--- config.mk ---
export PLATFORM = sky130hd
export DESIGN_NAME = hc5_pwm_leg
export DESIGN_NICKNAME = d
export VERILOG_FILES = /design/src/rtl/hc5_pkg.sv /design/src/rtl/hc5_carrier_fsm.sv /design/src/rtl/hc5_compare.sv /design/src/rtl/hc5_gate_map.sv /design/src/rtl/hc5_rule_mon.sv /design/src/rtl/hc5_pwm_leg.sv
export SDC_FILE = /design/constraint.sdc
export NUM_CORES = 1
export LEC_CHECK = 0
export ABC_AREA = 1
export BUFFER_PORTS_ARGS = -buffer_cell sky130_fd_sc_hd__buf_2
export CAP_MARGIN = 15
export CORE_MARGIN = 8
export CORE_UTILIZATION = 50
export CTS_CLUSTER_SIZE = 14
export DETAILED_ROUTE_END_ITERATION = 8
export PLACE_DENSITY = 0.71
export SYNTH_ARGS = -nofsm -noshare
export SYNTH_HDL_FRONTEND = slang
export SYNTH_SLANG_ARGS = --single-unit
--- constraint.sdc ---
create_clock -name clk -period 4.1 [get_ports clk]
set_input_delay 0.205 -clock clk [delete_from_list [all_inputs] [get_ports clk]]
set_output_delay 0.205 -clock clk [all_outputs]
set_load 0.005 [all_outputs]
--- src/rtl/hc5_pkg.sv ---
package hc5_pkg;

    typedef enum logic [1:0] {
        PH_RISE_A = 2'd0,
        PH_FALL_A = 2'd1,
        PH_RISE_B = 2'd2,
        PH_FALL_B = 2'd3
    } phase_e;

    typedef enum logic {
        ASG_DIRECT  = 1'b0,
        ASG_ROTATED = 1'b1
    } asg_e;

    localparam logic [5:0] CLAMP_ODD_ON  = 6'b010101;
    localparam logic [5:0] CLAMP_EVEN_ON = 6'b101010;

    typedef struct packed {
        logic [5:0] clamp;
        logic [3:0] lo;
        logic [3:0] hi;
    } gates_t;

endpackage

--- src/rtl/hc5_carrier_fsm.sv ---
module hc5_carrier_fsm
    import hc5_pkg::*;
#(
    parameter int SPAN = 16,
    parameter int CW   = $clog2(SPAN + 1)
) (
    input  logic          clk,
    input  logic          rst,
    output logic [CW-1:0] cnt,
    output asg_e          asg,
    output logic          valley
);

    localparam logic [CW-1:0] TOP = CW'(SPAN);

    phase_e        state_q, state_d;
    logic [CW-1:0] cnt_q, cnt_d;

    always_ff @(posedge clk) begin
        if (rst) begin
            state_q <= PH_RISE_A;
            cnt_q   <= '0;
        end else begin
            state_q <= state_d;
            cnt_q   <= cnt_d;
        end
    end

    always_comb begin
        state_d = state_q;
        cnt_d   = cnt_q;
        unique case (state_q)
            PH_RISE_A: begin
                if (cnt_q == TOP) begin
                    state_d = PH_FALL_A;
                    cnt_d   = cnt_q - 1'b1;
                end else begin
                    cnt_d = cnt_q + 1'b1;
                end
            end
            PH_FALL_A: begin
                if (cnt_q == CW'(1)) begin
                    state_d = PH_RISE_B;
                    cnt_d   = '0;
                end else begin
                    cnt_d = cnt_q - 1'b1;
                end
            end
            PH_RISE_B: begin
                if (cnt_q == TOP) begin
                    state_d = PH_FALL_B;
                    cnt_d   = cnt_q - 1'b1;
                end else begin
                    cnt_d = cnt_q + 1'b1;
                end
            end
            PH_FALL_B: begin
                if (cnt_q == CW'(1)) begin
                    state_d = PH_RISE_A;
                    cnt_d   = '0;
                end else begin
                    cnt_d = cnt_q - 1'b1;
                end
            end
        endcase
    end

    always_comb begin
        cnt    = cnt_q;
        valley = (cnt_q == '0);
        unique case (state_q)
            PH_RISE_A, PH_FALL_A: asg = ASG_DIRECT;
            PH_RISE_B, PH_FALL_B: asg = ASG_ROTATED;
        endcase
    end


    cnt_bound_chk: assert property (@(posedge clk) disable iff (rst)
        cnt_q <= TOP);


    asg_switch_chk: assert property (@(posedge clk) disable iff (rst)
        (asg != $past(asg)) |-> valley);

endmodule

--- src/rtl/hc5_compare.sv ---
module hc5_compare #(
    parameter int DW   = 10,
    parameter int SPAN = 16,
    parameter int CW   = $clog2(SPAN + 1)
) (
    input  logic [CW-1:0]        cnt,
    input  logic signed [DW-1:0] ref_val,
    output logic [3:0]           above
);

    localparam int EW = DW + 1;

    logic signed [EW-1:0] ref_x;
    assign ref_x = EW'(ref_val);

    for (genvar k = 0; k < 4; k++) begin : g_car
        localparam int OFF = SPAN * (1 - k);
        logic signed [EW-1:0] carrier;
        assign carrier  = $signed(EW'(cnt)) + $signed(EW'(OFF));
        assign above[k] = (ref_x > carrier);
    end

endmodule

--- src/rtl/hc5_gate_map.sv ---
module hc5_gate_map
    import hc5_pkg::*;
(
    input  logic       clk,
    input  logic       rst,
    input  logic [3:0] above,
    input  asg_e       asg,
    output gates_t     gates
);

    gates_t g_d;

    always_comb begin
        g_d.hi = '0;
        unique case (asg)
            ASG_DIRECT:  g_d.hi = above;
            ASG_ROTATED: g_d.hi = {above[2], above[1], above[0], above[3]};
        endcase
        g_d.lo    = ~{g_d.hi[1], g_d.hi[2], g_d.hi[3], g_d.hi[0]};
        g_d.clamp = g_d.hi[0] ? CLAMP_EVEN_ON : CLAMP_ODD_ON;
    end

    always_ff @(posedge clk) begin
        if (rst) begin
            gates.hi    <= '0;
            gates.lo    <= '1;
            gates.clamp <= CLAMP_ODD_ON;
        end else begin
            gates <= g_d;
        end
    end


    pair_comp_chk: assert property (@(posedge clk) disable iff (rst)
        (gates.lo ^ {gates.hi[1], gates.hi[2], gates.hi[3], gates.hi[0]}) == 4'hF);


    clamp_adjacent_chk: assert property (@(posedge clk) disable iff (rst)
        (gates.clamp[4:0] & gates.clamp[5:1]) == 5'd0);


    on_count_chk: assert property (@(posedge clk) disable iff (rst)
        ($countones(gates.hi) + $countones(gates.lo) == 4) && ($countones(gates.clamp) == 3));

endmodule

--- src/rtl/hc5_rule_mon.sv ---
module hc5_rule_mon
    import hc5_pkg::*;
(
    input  logic   clk,
    input  logic   rst,
    input  gates_t gates,
    output logic   fault
);

    logic       viol;
    logic [3:0] main_on;
    logic [2:0] clamp_on;

    always_comb begin
        main_on  = '0;
        clamp_on = '0;
        for (int i = 0; i < 4; i++) begin
            main_on = main_on + 4'(gates.hi[i]) + 4'(gates.lo[i]);
        end
        for (int i = 0; i < 6; i++) begin
            clamp_on = clamp_on + 3'(gates.clamp[i]);
        end
        viol = ((gates.lo ^ {gates.hi[1], gates.hi[2], gates.hi[3], gates.hi[0]}) != 4'hF)
             || ((gates.clamp[4:0] & gates.clamp[5:1]) != 5'd0)
             || (gates.clamp[0] == gates.hi[0])
             || (main_on != 4'd4)
             || (clamp_on != 3'd3);
    end

    always_ff @(posedge clk) begin
        if (rst) begin
            fault <= 1'b0;
        end else if (viol) begin
            fault <= 1'b1;
        end
    end


    fault_low_chk: assert property (@(posedge clk) disable iff (rst)
        !fault);

endmodule

--- src/rtl/hc5_pwm_leg.sv ---
module hc5_pwm_leg
    import hc5_pkg::*;
#(
    parameter int DW   = 10,
    parameter int SPAN = 16
) (
    input  logic                 clk,
    input  logic                 rst,
    input  logic signed [DW-1:0] ref_in,
    output logic [3:0]           gate_hi,
    output logic [3:0]           gate_lo,
    output logic [5:0]           clamp,
    output logic                 fault
);

    localparam int CW = $clog2(SPAN + 1);
    localparam logic signed [DW-1:0] REF_FLOOR = {1'b1, {(DW-1){1'b0}}};

    logic [CW-1:0]        cnt;
    asg_e                 asg;
    logic                 valley;
    logic signed [DW-1:0] ref_q, ref_eff;
    logic [3:0]           above;
    gates_t               gates;

    hc5_carrier_fsm #(.SPAN(SPAN), .CW(CW)) i_fsm (
        .clk(clk), .rst(rst), .cnt(cnt), .asg(asg), .valley(valley)
    );

    always_ff @(posedge clk) begin
        if (rst) begin
            ref_q <= REF_FLOOR;
        end else if (valley) begin
            ref_q <= ref_in;
        end
    end

    assign ref_eff = valley ? ref_in : ref_q;

    hc5_compare #(.DW(DW), .SPAN(SPAN), .CW(CW)) i_cmp (
        .cnt(cnt), .ref_val(ref_eff), .above(above)
    );

    hc5_gate_map i_map (
        .clk(clk), .rst(rst), .above(above), .asg(asg), .gates(gates)
    );

    hc5_rule_mon i_mon (
        .clk(clk), .rst(rst), .gates(gates), .fault(fault)
    );

    assign gate_hi = gates.hi;
    assign gate_lo = gates.lo;
    assign clamp   = gates.clamp;


    reset_safe_chk: assert property (@(posedge clk) disable iff (rst)
        $past(rst) |-> (gate_hi == 4'h0 && gate_lo == 4'hF && clamp == CLAMP_ODD_ON));


    ref_hold_chk: assert property (@(posedge clk) disable iff (rst)
        !valley |=> $stable(ref_q));


    cmp_thermo_chk: assert property (@(posedge clk) disable iff (rst)
        (above[2:0] & ~above[3:1]) == 3'd0);


    clamp_follow_chk: assert property (@(posedge clk) disable iff (rst)
        clamp[0] != gate_hi[0]);

endmodule

## Word-level counts from Yosys, hierarchy flattened

Index checks and enable logic that the tools add are counted.

| cells by class | value |
|---|---|
| add/subtract/negate cells | 17 |
| magnitude comparators | 4 |
| equality and inequality tests | 13 |
| muxes and demuxes | 12 |
| bitwise logic cells | 4 |
| reduce and logical (&&, ||, !) cells | 12 |

Operators with widths:

| kind | number |
|---|---|
| $gt A10 B7 Y1 | 3 |
| $add A4 B1 Y4 | 6 |
| $add A3 B1 Y3 | 4 |
| $gt A10 B6 Y1 | 1 |
| $mux W10 | 1 |
| $mux W5 | 2 |
| $pmux W5 S2 | 1 |
| $mux W2 | 4 |
| $ne A2 B1 Y1 const B | 4 |
| $pmux W2 S4 | 1 |
| $pmux W4 S2 | 1 |
| $reduce_or A2 Y1 | 4 |
| $add A6 B5 Y7 const B | 1 |
| $add A6 B6 Y7 const B | 1 |
| $add A5 B5 Y6 const B | 1 |
| $mux W6 | 1 |
| $add A5 B1 Y5 const B | 1 |
| $and A5 B5 Y5 | 1 |
| $eq A5 B1 Y1 const B | 1 |
| $eq A5 B5 Y1 const B | 1 |
| $logic_not A5 Y1 | 1 |
| $reduce_bool A5 Y1 | 1 |
| $sub A5 B1 Y5 const B | 1 |
| $add A1 B1 Y2 | 2 |
| other kinds (13) | 17 |

| word-level totals | value |
|---|---|
| register bits after elaboration | 32 |
| bits of input ports | 12 |
| logic and storage cells | 69 |

## Longest topological paths before layout

| logic depth | value |
|---|---|
| depth after elaboration | 10 |
| gate-level depth with buffers | 22 |
| depth with buffers taken out | 20 |

## By module

A second synthesis with hierarchy kept.

| second synthesis, totals | value |
|---|---|
| cell total of the unflattened synthesis | 364 |
| area, all modules | 2,389.8 um^2 |

Modules (own cells, without submodules):

| module | times used | cells each | area an instance (um^2) | seq. area each (um^2) |
|---|---|---|---|---|
| hc5_carrier_fsm | 1 | 80 | 624.3 | 140.1 |
| hc5_compare | 1 | 92 | 488.0 | 0.0 |
| hc5_pwm_leg | 1 | 80 | 475.5 | 200.2 |
| hc5_rule_mon | 1 | 68 | 444.2 | 20.0 |
| hc5_gate_map | 1 | 44 | 357.8 | 160.2 |

## Worst setup path before layout

OpenSTA, ideal clock, no wires.

| timing path | value |
|---|---|
| path type | reg-to-reg |
| start | reg, netlist name i_map.gates[4] |
| end | reg i_mon.fault |
| library setup time | 0.133 ns |
| arrival | 2.836 ns |
| slack | 1.131 ns |
| stages on the path, launching flop included | 10 |
| period minus slack after synthesis | 2.969 ns |
| cells stage by stage | dfxtp_1 -> ha_1 -> inv_1 -> fa_1 -> fa_1 -> fa_1 -> fa_1 -> nand2_1 -> nor4_1 -> a31oi_1 |

| on the way | value |
|---|---|
| cells in the longest elaborated chain, start to end | 10 |
| elaborated cells between the ends (all ways) | 14 |

Ends and longest elaborated chain:

| element | line | text |
|---|---|---|
| $add A1 B1 Y2 | hc5_rule_mon.sv:18 | `main_on = main_on + 4'(gates.hi[i]) + 4'(gates.lo[i]);` |
| $add A4 B1 Y4 (6 in series) | hc5_rule_mon.sv:18 |  |
| $ne A4 B3 Y1 | hc5_rule_mon.sv:26 | `\|\| (main_on != 4'd4)` |
| $logic_or A1 B1 Y1 (*) | hc5_rule_mon.sv:26 |  |
| $logic_or A1 B1 Y1 (*) | hc5_rule_mon.sv:27 | `\|\| (clamp_on != 3'd3);` |
| end signal, assigned | hc5_rule_mon.sv:32 | `fault <= 1'b0;` |
| end signal, assigned | hc5_rule_mon.sv:34 | `fault <= 1'b1;` |
| end, declared | hc5_rule_mon.sv:7 | `output logic fault` |

Every way passes the cells marked *; elsewhere a longest branch is shown, timed or not.
A chain may end at the register's enable or synchronous reset.

## Worst setup path in the final report

| timing path | value |
|---|---|
| start | reg, netlist name i_map.gates[4] |
| end | reg i_mon.fault |

| on the way | value |
|---|---|
| cells in the longest elaborated chain, start to end | 10 |
| elaborated cells between the ends (all ways) | 14 |

Ends and longest elaborated chain:

| element | line |
|---|---|
| $add A1 B1 Y2 | hc5_rule_mon.sv:18 |
| $add A4 B1 Y4 (6 in series) | hc5_rule_mon.sv:18 |
| $ne A4 B3 Y1 | hc5_rule_mon.sv:26 |
| $logic_or A1 B1 Y1 (*) | hc5_rule_mon.sv:26 |
| $logic_or A1 B1 Y1 (*) | hc5_rule_mon.sv:27 |

Marks and branches as above.

==> flow_summary.yaml <==
finish:
  fin_cells: 348
  area_growth_pct: 9.39
  drive_gt1_frac: 0.185
  utilization: 0.559
  nets: 338
  diodes: 0
sta:
  fmaxAchievable_mhz: 322
  fin_skew_ns: 0.00290
  setup_viol: 0
  max_slew_margin: 0.746
  tightest_slew_ns: 0.377
  worst_slack_ns: 0.994
  timing_hold_violations_final: 0
  fin_crit_ns: 3.11
  post-route-period-util: 0.757
  finalMaxSlewViolations: 0
  rsz0062_at_grt: "false"
  finalSetupTns_ns: 0
setup_path:
  crit_fanout: 5
  worst-r2r-setup-slack_ns: 0.99
  crit_required_ns: 4.26
  reg2reg_depth: 9
  arrival_ns: 3.26
  critPathKind: "reg -> reg"
  r2r-start: "i_map.gates[4]$_SDFF_PP1_"
  critPathLaunchType: "flop"
  cp-end-kind: "flop"
  rr_endpoint: "i_mon.fault$_SDFFE_PP0P_"
synthesis:
  synth_nets: 318
  synth_ff_type: "dfxtp_1"
  async_flop_share: 0
  ys_ff_latch: 26
  synth_warnings: 0
  synth_area_um2: 2000
  synthCells: 279
  synth_top_area_cell: "dfxtp_1"
  yosys-top-cells-count: "inv_1, nand2_1, dfxtp_1, ha_1, nor2_1"
  synth_area_leaders: "dfxtp_1, ha_1, inv_1"
  synth_seq_area_share: 0.260
  synth-edff-count: 0
  synth_area_per_cell_um2: 7.17
  synth_cell_types: 33
  synth_top_area_share: 0.260
clocking:
  clk_pin_slew_ns: 0.09
  cts-resized-gates: 0
  cts_setup_buffers: 0
  clk_latency_ns: 0.28
  cts_buffer_depth: 2
  cts_max_level: 1
  clock-root-buffer: "clkbuf_8"
  cts_sinks: 26
  hold_buffers: 0
  cts_buffers: 3
  tritoncts: "yes"
global_route:
  antenna_found_initial: 0
  grt_pass1_vias: 1644
  track_usage: 0.133
  grt_pass1_wl_um: 6850
  grt_overflow: 0
  grt_max_degree: 18
floorplan:
  die_h_um: 79.2
  die_area_um2: 6280
  ioPinCount: 27
  start_util: 0.511
  rows: 23
  core_area_um2: 3910
  fp.dieW_um: 79.2
run:
  drv_cap: 0
drt:
  vias: 1673
  drtPass1Iterations: 4
  vias_per_cell: 4.81
  drc_errors: 0
  wl_um: 3850
  drt_iter0_markers: 50
  final_antenna_net_count: 0
  wl_per_cell_um: 11.1
placed_design:
  gp_congestion: 0.881
  detailed_place_hpwl_um: 3080
  portBuffers: 26
  post-place-ws_ns: 0.988
  place_inst: 344
worst_hold_path:
  hold_end: "ref_q[3]$_SDFF_PP0_"
  hold_depth: 3
  worstHoldStart: "ref_in[3]"
  min_path_type: "in -> reg"
run_status:
  status: "finished, final reports clean"
critical path, stage by stage (launching register included):
cell and delay, ns:
dfxtp_1 0.34, ha_1 0.30, inv_1 0.05, fa_1 0.49
fa_1 0.44, fa_1 0.43, fa_1 0.49, nand2_1 0.05
nor4_1 0.27, a31oi_1 0.12
layout make-up:
class / instances / area (µm²)
fill: 412 / 1730
multi-input combinational: 180 / 1170
sequential: 26 / 520
inverter: 62 / 233
timing repair buffer: 26 / 130
tap: 50 / 62.6
clock buffer: 3 / 41.3
clock inverter: 1 / 30.0
worst max path at each step:
stage / slack [ns] / end / from / cells after the start
floorplan: 1.13 / i_mon.fault$_SDFFE_PP0P_ / i_map.gates[4]$_SDFF_PP1_ / 9
global placement: 1.10 / i_mon.fault$_SDFFE_PP0P_ / i_map.gates[4]$_SDFF_PP1_ / 9
detailed placement: 0.99 / i_mon.fault$_SDFFE_PP0P_ / i_map.gates[4]$_SDFF_PP1_ / 9
CTS: 0.98 / i_mon.fault$_SDFFE_PP0P_ / i_map.gates[4]$_SDFF_PP1_ / 9
global route: 0.77 / i_map.gates[3]$_SDFF_PP0_ / i_fsm.cnt[0]$_SDFF_PP0_ / 17
finish: 0.99 / i_mon.fault$_SDFFE_PP0P_ / i_map.gates[4]$_SDFF_PP1_ / 9
stage by stage:
step                area (µm²)  hold slack (ns)
global placement          2120            0.470
CTS                       2190            0.171
floorplan                 2000            0.360
finish                    2190            0.177
detailed placement        2120            0.476
global route              2190            0.190
kinds of logic (layout without fill, tap and decap cells):
family	count (synthesis)	in the layout	share of synthesized area
AO/OA/AOI/OAI	31	31	0.0932
adder cells (fa/ha/maj)	27	27	0.184
multiplexers	1	1	0.00501
AND/OR/NAND/NOR	115	115	0.277
buffers and inverters	73	92	0.155
XOR/XNOR	6	6	0.0263
flip-flops	26	26	0.260
layout by cell type (no fill, tap or decap), drive strengths merged, types with 2 or more instances in the layout:
cell type and count:
nand2 62, inv 61, dfxtp 26, buf 26, ha 23, nor2 21
nand3 19, a21oi 13, a211oi 7, nand4 6, xor2 6, o21ai 6
or2 5, fa 4, clkbuf 3, o22ai 2
registers in the layout, indices dropped and copies added, names as in the netlist:
signal and cells:
i_fsm.cnt 5, i_mon.fault 1, i_map.gates 8, ref_q 10, i_fsm.state_q 2
metal layers:
layer / wire length, µm / track usage / vias up
met5: 0 / 0 / -
met4: 55 / 0.0537 / 0
met3: 213 / 0.0293 / 5
met2: 1750 / 0.222 / 27
met1: 1830 / 0.161 / 734
li1: - / - / 907
Power is not shown: default switching activity piles up to over one toggle a cycle in this logic, so the estimate is an artifact.
